File: config.mk
export PLATFORM = sky130hd
export DESIGN_NAME = extBusMaster
export DESIGN_NICKNAME = d
export VERILOG_FILES = /design/src/rtl/ebm_pkg.sv /design/src/rtl/ebm_ctrl.sv /design/src/rtl/ebm_datapath.sv /design/src/rtl/extBusMaster.sv
export SDC_FILE = /design/constraint.sdc
export NUM_CORES = 1
export LEC_CHECK = 0
export BUFFER_PORTS_ARGS = -buffer_cell sky130_fd_sc_hd__buf_2
export CELL_PAD_IN_SITES_DETAIL_PLACEMENT = 0
export CELL_PAD_IN_SITES_GLOBAL_PLACEMENT = 2
export CORE_UTILIZATION = 30
export CTS_BUF_LIST = sky130_fd_sc_hd__clkbuf_4
export CTS_CLUSTER_SIZE = 30
export DETAILED_ROUTE_END_ITERATION = 6
export GPL_TIMING_DRIVEN = 0
export PLACE_DENSITY_LB_ADDON = 0.2
export REMOVE_ABC_BUFFERS = 1
export SETUP_SLACK_MARGIN = 0.02
export SLEW_MARGIN = 25
export SYNTH_ARGS = -nofsm -noshare
export SYNTH_HDL_FRONTEND = slang
export SYNTH_SLANG_ARGS = --single-unit
File: constraint.sdc
create_clock -name clk -period 2.1 [get_ports clk]
set_input_delay 0.315 -clock clk [delete_from_list [all_inputs] [get_ports clk]]
set_output_delay 0.315 -clock clk [all_outputs]
set_load 0.01 [all_outputs]
File: src/rtl/ebm_pkg.sv
package ebm_pkg;

  typedef enum logic [1:0] {
    OP_READ  = 2'b00,
    OP_WRITE = 2'b01,
    OP_FILL  = 2'b10,
    OP_BLOCK = 2'b11
  } opE;

  typedef enum logic [3:0] {
    S_IDLE, S_ACQ, S_OWN,
    S_WDATA, S_WLOW, S_WHIGH, S_WEND,
    S_RMREQ, S_RLOW, S_RHIGH, S_REND,
    S_RLSDATA, S_RLSADDR, S_RLSWAIT
  } stateE;

  // strobes from control to datapath, all active high
  typedef struct packed {
    logic busReq;
    logic addrOe;
    logic dataOe;
    logic mreq;
    logic rd;
    logic wr;
    logic loadCmd;
    logic pullBlk;
    logic capture;
    logic nextByte;
  } strobeT;

endpackage

File: src/rtl/ebm_ctrl.sv
module ebm_ctrl
  import ebm_pkg::*;
#(
  parameter int ACK_TIMEOUT = 64,
  parameter int RD_HOLD     = 2,
  parameter int WR_LOW      = 1
) (
  input  logic   clk,
  input  logic   rstN,
  input  logic   cmdValid,
  input  opE     cmdOp,
  input  logic   busAckN,
  input  logic   lastByte,
  output strobeT strb,
  output logic   cmdReady,
  output logic   rspValid,
  output logic   ackTimeout
);

  localparam int TO_W   = $clog2(ACK_TIMEOUT + 1);
  localparam int PH_MAX = (RD_HOLD > WR_LOW) ? RD_HOLD : WR_LOW;
  localparam int PH_W   = $clog2(PH_MAX + 1);
  localparam logic [TO_W-1:0] TO_LAST = TO_W'(ACK_TIMEOUT - 1);
  localparam logic [PH_W-1:0] RD_LAST = PH_W'(RD_HOLD - 1);
  localparam logic [PH_W-1:0] WR_LAST = PH_W'(WR_LOW - 1);

  stateE           state, stateNext;
  opE              opReg;
  logic [TO_W-1:0] toCnt;
  logic [PH_W-1:0] phCnt;
  logic            errReg;
  logic            setErr;

  always_comb begin
    stateNext = state;
    strb      = '0;
    cmdReady  = 1'b0;
    rspValid  = 1'b0;
    setErr    = 1'b0;
    unique case (state)
      S_IDLE: begin
        cmdReady = 1'b1;
        if (cmdValid) begin
          strb.loadCmd = 1'b1;
          stateNext    = S_ACQ;
        end
      end
      S_ACQ: begin
        strb.busReq = 1'b1;
        if (!busAckN) stateNext = S_OWN;
        else if (toCnt == TO_LAST) begin
          setErr    = 1'b1;
          stateNext = S_IDLE;
        end
      end
      S_OWN: begin
        strb.busReq = 1'b1;
        strb.addrOe = 1'b1;
        if (opReg == OP_READ) stateNext = S_RMREQ;
        else begin
          strb.pullBlk = (opReg == OP_BLOCK);
          stateNext    = S_WDATA;
        end
      end
      S_WDATA: begin
        strb.busReq = 1'b1;
        strb.addrOe = 1'b1;
        strb.dataOe = 1'b1;
        strb.mreq   = 1'b1;
        stateNext   = S_WLOW;
      end
      S_WLOW: begin
        strb.busReq = 1'b1;
        strb.addrOe = 1'b1;
        strb.dataOe = 1'b1;
        strb.mreq   = 1'b1;
        strb.wr     = 1'b1;
        if (phCnt == WR_LAST) stateNext = S_WHIGH;
      end
      S_WHIGH: begin
        strb.busReq = 1'b1;
        strb.addrOe = 1'b1;
        strb.dataOe = 1'b1;
        strb.mreq   = 1'b1;
        if (lastByte || opReg == OP_WRITE) stateNext = S_WEND;
        else begin
          strb.nextByte = 1'b1;
          strb.pullBlk  = (opReg == OP_BLOCK);
          stateNext     = S_WDATA;
        end
      end
      S_WEND: begin
        strb.busReq = 1'b1;
        strb.addrOe = 1'b1;
        strb.dataOe = 1'b1;
        stateNext   = S_RLSDATA;
      end
      S_RMREQ: begin
        strb.busReq = 1'b1;
        strb.addrOe = 1'b1;
        strb.mreq   = 1'b1;
        stateNext   = S_RLOW;
      end
      S_RLOW: begin
        strb.busReq = 1'b1;
        strb.addrOe = 1'b1;
        strb.mreq   = 1'b1;
        strb.rd     = 1'b1;
        if (phCnt == RD_LAST) begin
          strb.capture = 1'b1;
          stateNext    = S_RHIGH;
        end
      end
      S_RHIGH: begin
        strb.busReq = 1'b1;
        strb.addrOe = 1'b1;
        strb.mreq   = 1'b1;
        rspValid    = 1'b1;
        stateNext   = S_REND;
      end
      S_REND: begin
        strb.busReq = 1'b1;
        strb.addrOe = 1'b1;
        stateNext   = S_RLSDATA;
      end
      S_RLSDATA: begin
        strb.busReq = 1'b1;
        strb.addrOe = 1'b1;
        stateNext   = S_RLSADDR;
      end
      S_RLSADDR: begin
        strb.busReq = 1'b1;
        stateNext   = S_RLSWAIT;
      end
      S_RLSWAIT: begin
        if (busAckN) stateNext = S_IDLE;
        else if (toCnt == TO_LAST) begin
          setErr    = 1'b1;
          stateNext = S_IDLE;
        end
      end
      default: stateNext = S_IDLE;
    endcase
  end

  always_ff @(posedge clk) begin
    if (!rstN) begin
      state  <= S_IDLE;
      opReg  <= OP_READ;
      toCnt  <= '0;
      phCnt  <= '0;
      errReg <= 1'b0;
    end else begin
      state <= stateNext;
      if (strb.loadCmd) opReg <= cmdOp;
      toCnt <= (stateNext != state) ? '0 : toCnt + 1'b1;
      phCnt <= (stateNext != state) ? '0 : phCnt + 1'b1;
      if (setErr) errReg <= 1'b1;
      else if (strb.loadCmd) errReg <= 1'b0;
    end
  end

  assign ackTimeout = errReg;

endmodule

File: src/rtl/ebm_datapath.sv
module ebm_datapath
  import ebm_pkg::*;
#(
  parameter int ADDR_W = 19,
  parameter int DATA_W = 8,
  parameter int LEN_W  = 8
) (
  input  logic              clk,
  input  logic              rstN,
  input  strobeT            strb,
  input  logic [ADDR_W-1:0] cmdAddr,
  input  logic [DATA_W-1:0] cmdData,
  input  logic [LEN_W-1:0]  cmdLen,
  input  logic [DATA_W-1:0] blkData,
  input  logic [DATA_W-1:0] dataIn,
  output logic [ADDR_W-1:0] addrOut,
  output logic [DATA_W-1:0] dataOut,
  output logic [DATA_W-1:0] rspData,
  output logic              addrOe,
  output logic              dataOe,
  output logic              mreqN,
  output logic              rdN,
  output logic              wrN,
  output logic              busReqN,
  output logic              blkPull,
  output logic              lastByte
);

  logic [ADDR_W-1:0] addrReg;
  logic [DATA_W-1:0] dataReg;
  logic [DATA_W-1:0] rdReg;
  logic [LEN_W-1:0]  remReg;

  always_ff @(posedge clk) begin
    if (!rstN) begin
      addrReg <= '0;
      dataReg <= '0;
      rdReg   <= '0;
      remReg  <= '0;
    end else begin
      if (strb.loadCmd) begin
        addrReg <= cmdAddr;
        dataReg <= cmdData;
        remReg  <= cmdLen;
      end
      if (strb.nextByte) begin
        addrReg <= addrReg + 1'b1;
        remReg  <= remReg - 1'b1;
      end
      if (strb.pullBlk) dataReg <= blkData;
      if (strb.capture) rdReg   <= dataIn;
    end
  end

  assign addrOut  = addrReg;
  assign dataOut  = dataReg;
  assign rspData  = rdReg;
  assign lastByte = (remReg == '0);
  assign blkPull  = strb.pullBlk;
  assign addrOe   = strb.addrOe;
  assign dataOe   = strb.dataOe;
  assign mreqN    = ~strb.mreq;
  assign rdN      = ~strb.rd;
  assign wrN      = ~strb.wr;
  assign busReqN  = ~strb.busReq;

endmodule

File: src/rtl/extBusMaster.sv
module extBusMaster
  import ebm_pkg::*;
#(
  parameter int ADDR_W      = 19,
  parameter int DATA_W      = 8,
  parameter int LEN_W       = 8,
  parameter int ACK_TIMEOUT = 64,
  parameter int RD_HOLD     = 2,
  parameter int WR_LOW      = 1
) (
  input  logic              clk,
  input  logic              rstN,
  input  logic              cmdValid,
  output logic              cmdReady,
  input  logic [1:0]        cmdOp,
  input  logic [ADDR_W-1:0] cmdAddr,
  input  logic [DATA_W-1:0] cmdData,
  input  logic [LEN_W-1:0]  cmdLen,
  output logic              blkPull,
  input  logic [DATA_W-1:0] blkData,
  output logic              rspValid,
  output logic [DATA_W-1:0] rspData,
  output logic              ackTimeout,
  output logic              busReqN,
  input  logic              busAckN,
  output logic [ADDR_W-1:0] addrOut,
  output logic              addrOe,
  output logic [DATA_W-1:0] dataOut,
  input  logic [DATA_W-1:0] dataIn,
  output logic              dataOe,
  output logic              mreqN,
  output logic              rdN,
  output logic              wrN,
  output logic              nmiN
);

  strobeT strb;
  logic   lastByte;

  ebm_ctrl #(
    .ACK_TIMEOUT(ACK_TIMEOUT),
    .RD_HOLD    (RD_HOLD),
    .WR_LOW     (WR_LOW)
  ) u_ctrl (
    .clk       (clk),
    .rstN      (rstN),
    .cmdValid  (cmdValid),
    .cmdOp     (opE'(cmdOp)),
    .busAckN   (busAckN),
    .lastByte  (lastByte),
    .strb      (strb),
    .cmdReady  (cmdReady),
    .rspValid  (rspValid),
    .ackTimeout(ackTimeout)
  );

  ebm_datapath #(
    .ADDR_W(ADDR_W),
    .DATA_W(DATA_W),
    .LEN_W (LEN_W)
  ) u_dp (
    .clk     (clk),
    .rstN    (rstN),
    .strb    (strb),
    .cmdAddr (cmdAddr),
    .cmdData (cmdData),
    .cmdLen  (cmdLen),
    .blkData (blkData),
    .dataIn  (dataIn),
    .addrOut (addrOut),
    .dataOut (dataOut),
    .rspData (rspData),
    .addrOe  (addrOe),
    .dataOe  (dataOe),
    .mreqN   (mreqN),
    .rdN     (rdN),
    .wrN     (wrN),
    .busReqN (busReqN),
    .blkPull (blkPull),
    .lastByte(lastByte)
  );

  assign nmiN = 1'b1;

endmodule

==> metrics, run 1 <==
FMAX 0.462 GHz; Post-Route WL 10400 microns; Final Instance Area 4430 sq um; clock-pin slew on the worst setup and hold paths 0.12 ns; clock buffer count from CTS 9; Tightest Pin Transition 0.771 ns; #FFs+latches synth 59; VDD IR max 0.284 mV; io pins 103; WP data required 1.78 ns; startpoint types flop; Avg Cell Area, Syn 8.25 sq um; die area 11500 sq um; worst-path maximum fanout 6; Initial DRC Count 159; Post-synth ARST share 0; initial antenna violation count 0; Synth-to-Final Area Change 34.0%; layout cell share with drive strength beyond 1 0.349; top post-synthesis cells by area dfxtp_1 36%, nand3_1 4.2%, mux2i_1 3.9%; Final nets 575; GR Util All Layers 0.185; relative slew slack 0.485; crit path cell chain nor4_4 -> a2111oi_4 -> nor2_1 -> nor3_1 -> buf_2; Max Cap Viol 0; Setup violations, final 1; # DRC 0; vias in the first global route 3348; Inst Count DP 612; Final Wtd Congestion 0.727; Worst Hold Class in -> reg; Vias/cell 5.28; Post-DP Area 3900 sq um; Pre-antenna DRT Iters 4; delay of the slowest cell on the worst path 0.57 ns; part of the cycle the worst path needs 1.03; pre-CTS setup slack -0.650 ns; Detailed Place HPWL 6530 microns; Worst Setup End Kind primary output; Ys Warns 0; delay-heaviest family, CP simple AND/OR/NAND/NOR gates; FILL cells 1080; Top FF cell, synth dfxtp_1; Core ar. 10500 sq um; Port Buf Inserts 101; Tmin final 2.16 ns; Max H-tree Level 3; Rows 37; max-slew violations 0; Yosys cell types 68; Via Count 3450; Mapped Cells 401; status finished with violations; Post-synth EDFFs 0; global route overflow 0; Worst-Skew Late Latency 0.42 ns; antenna-violating nets left 0; clk buf depth 2; root buf cell clkbuf_4; arrival time worst endpoint 1.85 ns; FF/Latch Area 1200 sq um; Slowest cell on crit path nor4_4; Initial Util 0.315; Inserted Diodes 0; Clock Skew 0.0167 ns; top-area cell type share of the netlist area 0.357; biggest area consumer among synthesized cells dfxtp_1; first-pass GRT wire length 16700 microns; Seq/Total Area, Yosys 0.357; power per cell area 797 nW/um^2; Die X 107 microns; CP bufs+invs 1; Sink Count 59; RSZ-0062 raised after global routing true; static leakage 1.81 nW; largest net degree at the start of global routing 40; failing checks setup timing; final hold vios 0; Post-Layout Cell Count 654; kind of critical path reg -> out; die height 107 microns; WL/cell 15.8 microns; Syn Std Cell Area 3310 sq um; final worst setup slack -0.0639 ns; Multi-input gate area 2080 sq um; CTS tree built
[cells by family after synthesis]
| family | after synthesis | synth area share |
|---|---|---|
| compound gates | 99 | 0.214 |
| xor+xnor | 5 | 0.0132 |
| fa+ha+maj | 5 | 0.0189 |
| buf+inv | 54 | 0.0699 |
| flops | 59 | 0.357 |
| mux | 14 | 0.0427 |
| other cells | 1 | 0.00113 |
| simple gates | 164 | 0.283 |
[report_power, final]
group / switching [mW] / leakage (nW) / internal [mW] / total, mW
Combinational: 0.630 / 1.24 / 0.518 / 1.15
Sequential: 0.190 / 0.486 / 1.25 / 1.44
Clock: 0.473 / 0.0796 / 0.478 / 0.951
Total: 1.29 / 1.81 / 2.24 / 3.54
[Yosys cell counts (all sizes together), types with 3 or more instances]
cell type and instances:
dfxtp 59, nand2 30, nand3 28, inv 27, a21oi 25, nor2 21
buf 15, nor3 14, mux2i 13, clkbuf 12, a22oi 10, a31oi 10
nand4 10, o221ai 10, nor4 9, or4 9, nand2b 7, o311ai 7
o211ai 6, o21ai 6, or3 6, and3 5, ha 5, nor3b 5
a211oi 4, a221oi 3, nor2b 3, or2 3, xnor2 3
[layer usage]
metal	share of wire	up-vias	wire, microns	GRT usage
met5	0	-	0	0
met4	0.017	0	177	0.0695
met3	0.052	14	540	0.0401
met2	0.45	91	4700	0.299
met1	0.48	1599	4940	0.241
li1	-	1746	-	-
[state kept, by name (all words and copies together) (netlist names)]
name               flops
u_dp.addrOut          19
u_dp.dataOut           8
u_dp.remReg            8
u_dp.rspData           8
u_ctrl.toCnt           7
u_ctrl.state           4
u_ctrl.opReg           2
u_ctrl.phCnt           2
u_ctrl.ackTimeout      1
[cell type report]
class | count | area share
Sequential cell | 59 | 0.270
Inverter | 27 | 0.0229
Tap cell | 136 | 0.0384
Clock buffer | 9 | 0.0152
Multi-Input combinational cell | 290 | 0.469
Timing Repair Buffer | 126 | 0.163
Clock inverter | 7 | 0.0209
[worst reg2reg max path: cells and delay by family, from the launching register on]
kind                       cells  cell delay [ns]
buffers and inverters          3             0.31
and+or+nand+nor                2             0.73
DFF                            1             0.36
AOI/OAI and AO/OA              2             0.39
adders and majority gates      1             0.16
[repair_timing]
action / CTS / global route
endpoints found under the setup margin: 56 / 25
gates resized for setup: 26 / 17
pin swaps: 7 / 8
hold buffers: 0 / 0
setup buffers: 19 / 5
cloned: 2 / 0
[layout by cell type, fill, tap and decap left out, types with 3 or more instances in the layout]
cell type / netlist / final
nand2_1: 30 / 29
inv_2: 0 / 3
nor3_1: 14 / 14
o211ai_4: 1 / 3
nand4_1: 9 / 9
nor4_1: 7 / 6
nor3b_1: 5 / 4
ha_1: 5 / 3
nor2b_1: 3 / 3
or4_4: 1 / 3
nand2b_1: 7 / 6
buf_2: 11 / 101
and3_1: 5 / 5
a22oi_1: 10 / 10
dfxtp_4: 0 / 3
nand3_1: 28 / 27
buf_4: 2 / 21
a21oi_1: 25 / 25
xnor2_1: 3 / 3
o221ai_1: 10 / 10
mux2i_1: 13 / 13
a31oi_1: 10 / 10
dfxtp_2: 0 / 5
o211ai_1: 5 / 5
or3_1: 6 / 6
o21ai_0: 5 / 5
inv_1: 27 / 24
buf_6: 1 / 3
or4_1: 8 / 6
nor2_1: 21 / 21
dfxtp_1: 59 / 51
o311ai_0: 7 / 7
clkbuf_4: 0 / 9
[path summary, 6_finish.rpt]
check	startpoint	to	slack (ns)	depth (start not counted)
max	u_dp.remReg[4]	blkPull	-0.06	5
min	dataIn[1]	u_dp.rspData[1]	0.12	3
max reg2reg	u_dp.remReg[0]	u_dp.addrOut[14]	0.07	8
min reg2reg	u_ctrl.toCnt[0]	u_ctrl.toCnt[0]	0.45	1
[through the flow]
stage               hold WS [ns]   util  TNS (ns)  total power, mW
global placement           0.441  0.367    -50.60             2.32
CTS                       0.0927  0.411    -0.131             3.52
floorplan                  0.424      -     -5.23             1.97
detailed placement         0.441  0.371    -23.58             2.37
global route              0.0905  0.422    -0.712             3.77
finish                     0.119  0.422   -0.0639             3.54
(Power assumes the default switching activity.)
==> run 2, diff against run 1 <==
- CORE_UTILIZATION: 30 -> 29
- SYNTH_HIERARCHICAL: default -> 1
==> run 2 against run 1 <==
Against the previous run: the run still ends with setup timing left; sequential power up 8%; worst hold slack better by 0.021 ns; highest routed layer unchanged; non-clock buffer count up 8.
==> metrics, run 2 <==
vias in the first global route 3134 (-6.4%); CTS tree built; power per cell area 951 nW/um^2 (+19%); Inst Count DP 613 (+0.16%); Clock Skew 0.0148 ns (-0.00185 ns); final hold vios 0 (unchanged); max-slew violations 0 (unchanged); kind of critical path reg -> reg; r2r startpoint u_dp/remReg[0]; CP startpoint u_dp/remReg[0]; pre-CTS setup slack -1.61 ns (-0.962 ns); Top FF cell, synth dfxtp_1; Largest register FFs 19 (unchanged); startpoint types flop; Post-synth ARST share 0 (unchanged); # DRC 0 (unchanged); RSZ-0062 raised after global routing true; Post-Route WL 9900 microns (-4.4%); part of the cycle the worst path needs 1.14 (+0.111); antenna-violating nets left 0 (unchanged); Pre-antenna DRT Iters 4 (unchanged); global route overflow 0 (unchanged); layout cell share with drive strength beyond 1 0.431 (+0.0816); Max H-tree Level 3 (unchanged); Core ar. 10800 sq um (+2.7%); most frequent CP cell buf_6; WL/cell 15.0 microns (-5.6%); crit path cell chain inv_2 -> ha_4 -> nor4b_4 -> buf_4 -> nor4_4 -> buf_6 -> buf_6 -> nand4_1 -> or3_4 -> or3_1 -> a31oi_1; Ys Warns 6 (+6); top post-synthesis cells by area dfxtp_1 37%, nor2_1 7.6%, mux2i_1 5.3%; status finished with violations; Worst Hold Path EP u_dp/dataOut[5]; clock-pin slew on the worst setup and hold paths 0.12 ns (about the same); delay of the slowest cell on the worst path 0.42 ns (-0.15 ns); Max Cap Viol 0 (unchanged); Avg Cell Area, Syn 8.12 sq um (-1.6%); Vias/cell 5.02 (-4.8%); flop2flop setup slack -0.30 ns (-0.37 ns); hold wc startpoint blkData[5]; cts hold-fix bufs 0 (unchanged); Worst Hold Class in -> reg; Synth-to-Final Area Change 43.5%; Setup violations, final 33 (+32); worst-path maximum fanout 4 (-2); root buf cell clkbuf_4; Tmin final 2.40 ns (+0.233 ns); most frequent cells in the layout 101 x buf_2, 52 x nor2_1, 50 x dfxtp_1, 26 x a21oi_1, 23 x nand2_1; setup TNS -5.66 ns (-5.60 ns); #FFs+latches synth 59 (unchanged); arrival time worst endpoint 2.70 ns (+0.85 ns); clock buffer count from CTS 9 (unchanged); Initial Util 0.297 (-0.0178); Final Core Density 0.426 (+0.00443); reg2reg path depth 11 (+3); final worst setup slack -0.297 ns (-0.233 ns); Seq/Total Area, Yosys 0.368 (+0.0114); delay-heaviest family, CP simple AND/OR/NAND/NOR gates; VDD IR max 0.352 mV (+24%); FILL cells 1116 (+3.3%); relative slew slack 0.556 (+0.0705); FMAX 0.417 GHz (-9.7%); static leakage 1.87 nW (+3.6%); Final nets 580 (+0.87%); Port Buf Inserts 101 (unchanged); Inserted Diodes 0 (unchanged); Final Wtd Congestion 0.738 (+1.5%); GR Util All Layers 0.176 (-0.00926); cell with the most instances after synthesis nor2_1; die area 11500 sq um (+0.23%); clk buf depth 2 (unchanged); failing checks setup timing; io pins 103 (unchanged); Worst Setup End Kind flop; Hold Path Depth 3 (unchanged); largest net degree at the start of global routing 36 (-10%); biggest area consumer among synthesized cells dfxtp_1; Initial DRC Count 69 (-57%); Yosys cell types 61 (-10%); WP data required 2.40 ns (+0.62 ns); top-area cell type share of the netlist area 0.368 (+0.0114); Slowest cell on crit path or3_4; first-pass GRT wire length 15800 microns (-5.5%); Via Count 3324 (-3.7%); Mapped Cells 395 (-1.5%); commonest non-fill, non-tap cell in the layout buf_2; Post-synth EDFFs 0 (unchanged); Post-Layout Cell Count 662 (+1.2%); Detailed Place HPWL 6520 microns (-0.13%); die height 107 microns (+0.12%); Worst-Skew Late Latency 0.39 ns (-0.03 ns); R2R Path End u_dp/addrOut[10]; Syn Std Cell Area 3210 sq um (-3.1%); Sink Count 59 (unchanged); initial antenna violation count 0 (unchanged); Tightest Pin Transition 0.658 ns (-0.113 ns); Die X 107 microns (+0.12%); top cells by count, synth 65 x nor2_1, 59 x dfxtp_1, 31 x a21oi_1; Rows 38 (+2.7%); CP bufs+invs 4 (+3)
run 2: metrics by stage:
| stage | instance area, sq um | hold slack, ns | power (mW) |
|---|---|---|---|
| 4_1_cts | 4400 | 0.108 | 4.30 |
| 2_1_floorplan | 3060 | 0.413 | 2.37 |
| 3_3_place_gp | 3740 | 0.429 | 2.83 |
| 6_report | 4600 | 0.140 | 4.38 |
| 3_5_place_dp | 3770 | 0.436 | 2.85 |
| 5_1_grt | 4600 | 0.114 | 4.70 |
run 2: metal layers:
| layer | GRT usage | routed length (microns) | vias up | part of all wire |
|---|---|---|---|---|
| li1 | - | - | 1680 | - |
| met1 | 0.246 | 4830 | 1580 | 0.49 |
| met2 | 0.278 | 4650 | 62 | 0.47 |
| met3 | 0.0243 | 375 | 2 | 0.038 |
| met4 | 0.0558 | 40 | 0 | 0.0040 |
| met5 | 0 | 0 | - | 0 |
run 2: report_power, final:
part	leakage [nW]	total, mW	switching, mW	internal, mW
Clock	0.0827	0.967	0.477	0.490
Combinational	1.30	1.85	0.968	0.885
Sequential	0.487	1.56	0.248	1.31
Total	1.87	4.38	1.69	2.68
run 2: kinds of logic (layout without fill, tap and decap cells):
logic type,after synthesis,count (layout),share of synthesized area
AO/OA/AOI/OAI,96,97,0.202
XOR/XNOR,7,7,0.0191
adder cells (fa/ha/maj),6,6,0.0234
buffers and inverters,45,169,0.0671
flip-flops,59,59,0.368
multiplexers,22,22,0.0706
other,1,1,0.00117
AND/OR/NAND/NOR,159,161,0.248
run 2: area by class of cell:
class / instances / area (sq um) / area share
clock buffer: 9 / 67.6 / 0.0147
clock inverter: 7 / 101 / 0.0220
inverter: 19 / 92.6 / 0.0201
multi-input combinational: 294 / 2120 / 0.460
sequential: 59 / 1200 / 0.262
tap: 140 / 175 / 0.0381
timing repair buffer: 134 / 845 / 0.184
run 2: how the worst max path moves through the flow:
stage          slack (ns)  cells past startpoint               end
3_5_place_dp        -1.61                      9   u_dp/addrOut[8]
4_1_cts             -0.30                      6           blkPull
6_report            -0.30                     11  u_dp/addrOut[10]
2_1_floorplan       -2.12                      8   u_dp/addrOut[9]
3_3_place_gp        -4.25                      6    u_dp/remReg[5]
5_1_grt             -0.41                     11  u_dp/addrOut[10]
run 2: worst reg2reg max path: stages, from the launching register on:
cell and delay [ns]:
dfxtp_2 0.35, inv_2 0.05, ha_4 0.14, nor4b_4 0.12
buf_4 0.16, nor4_4 0.21, buf_6 0.18, buf_6 0.10
nand4_1 0.16, or3_4 0.42, or3_1 0.32, a31oi_1 0.12
run 2: what timing repair did:
action,CTS,global route
setup buffers,22,8
endpoints found under the setup margin,50,47
resized for setup,68,40
gates cloned,3,0
pin swaps,25,18
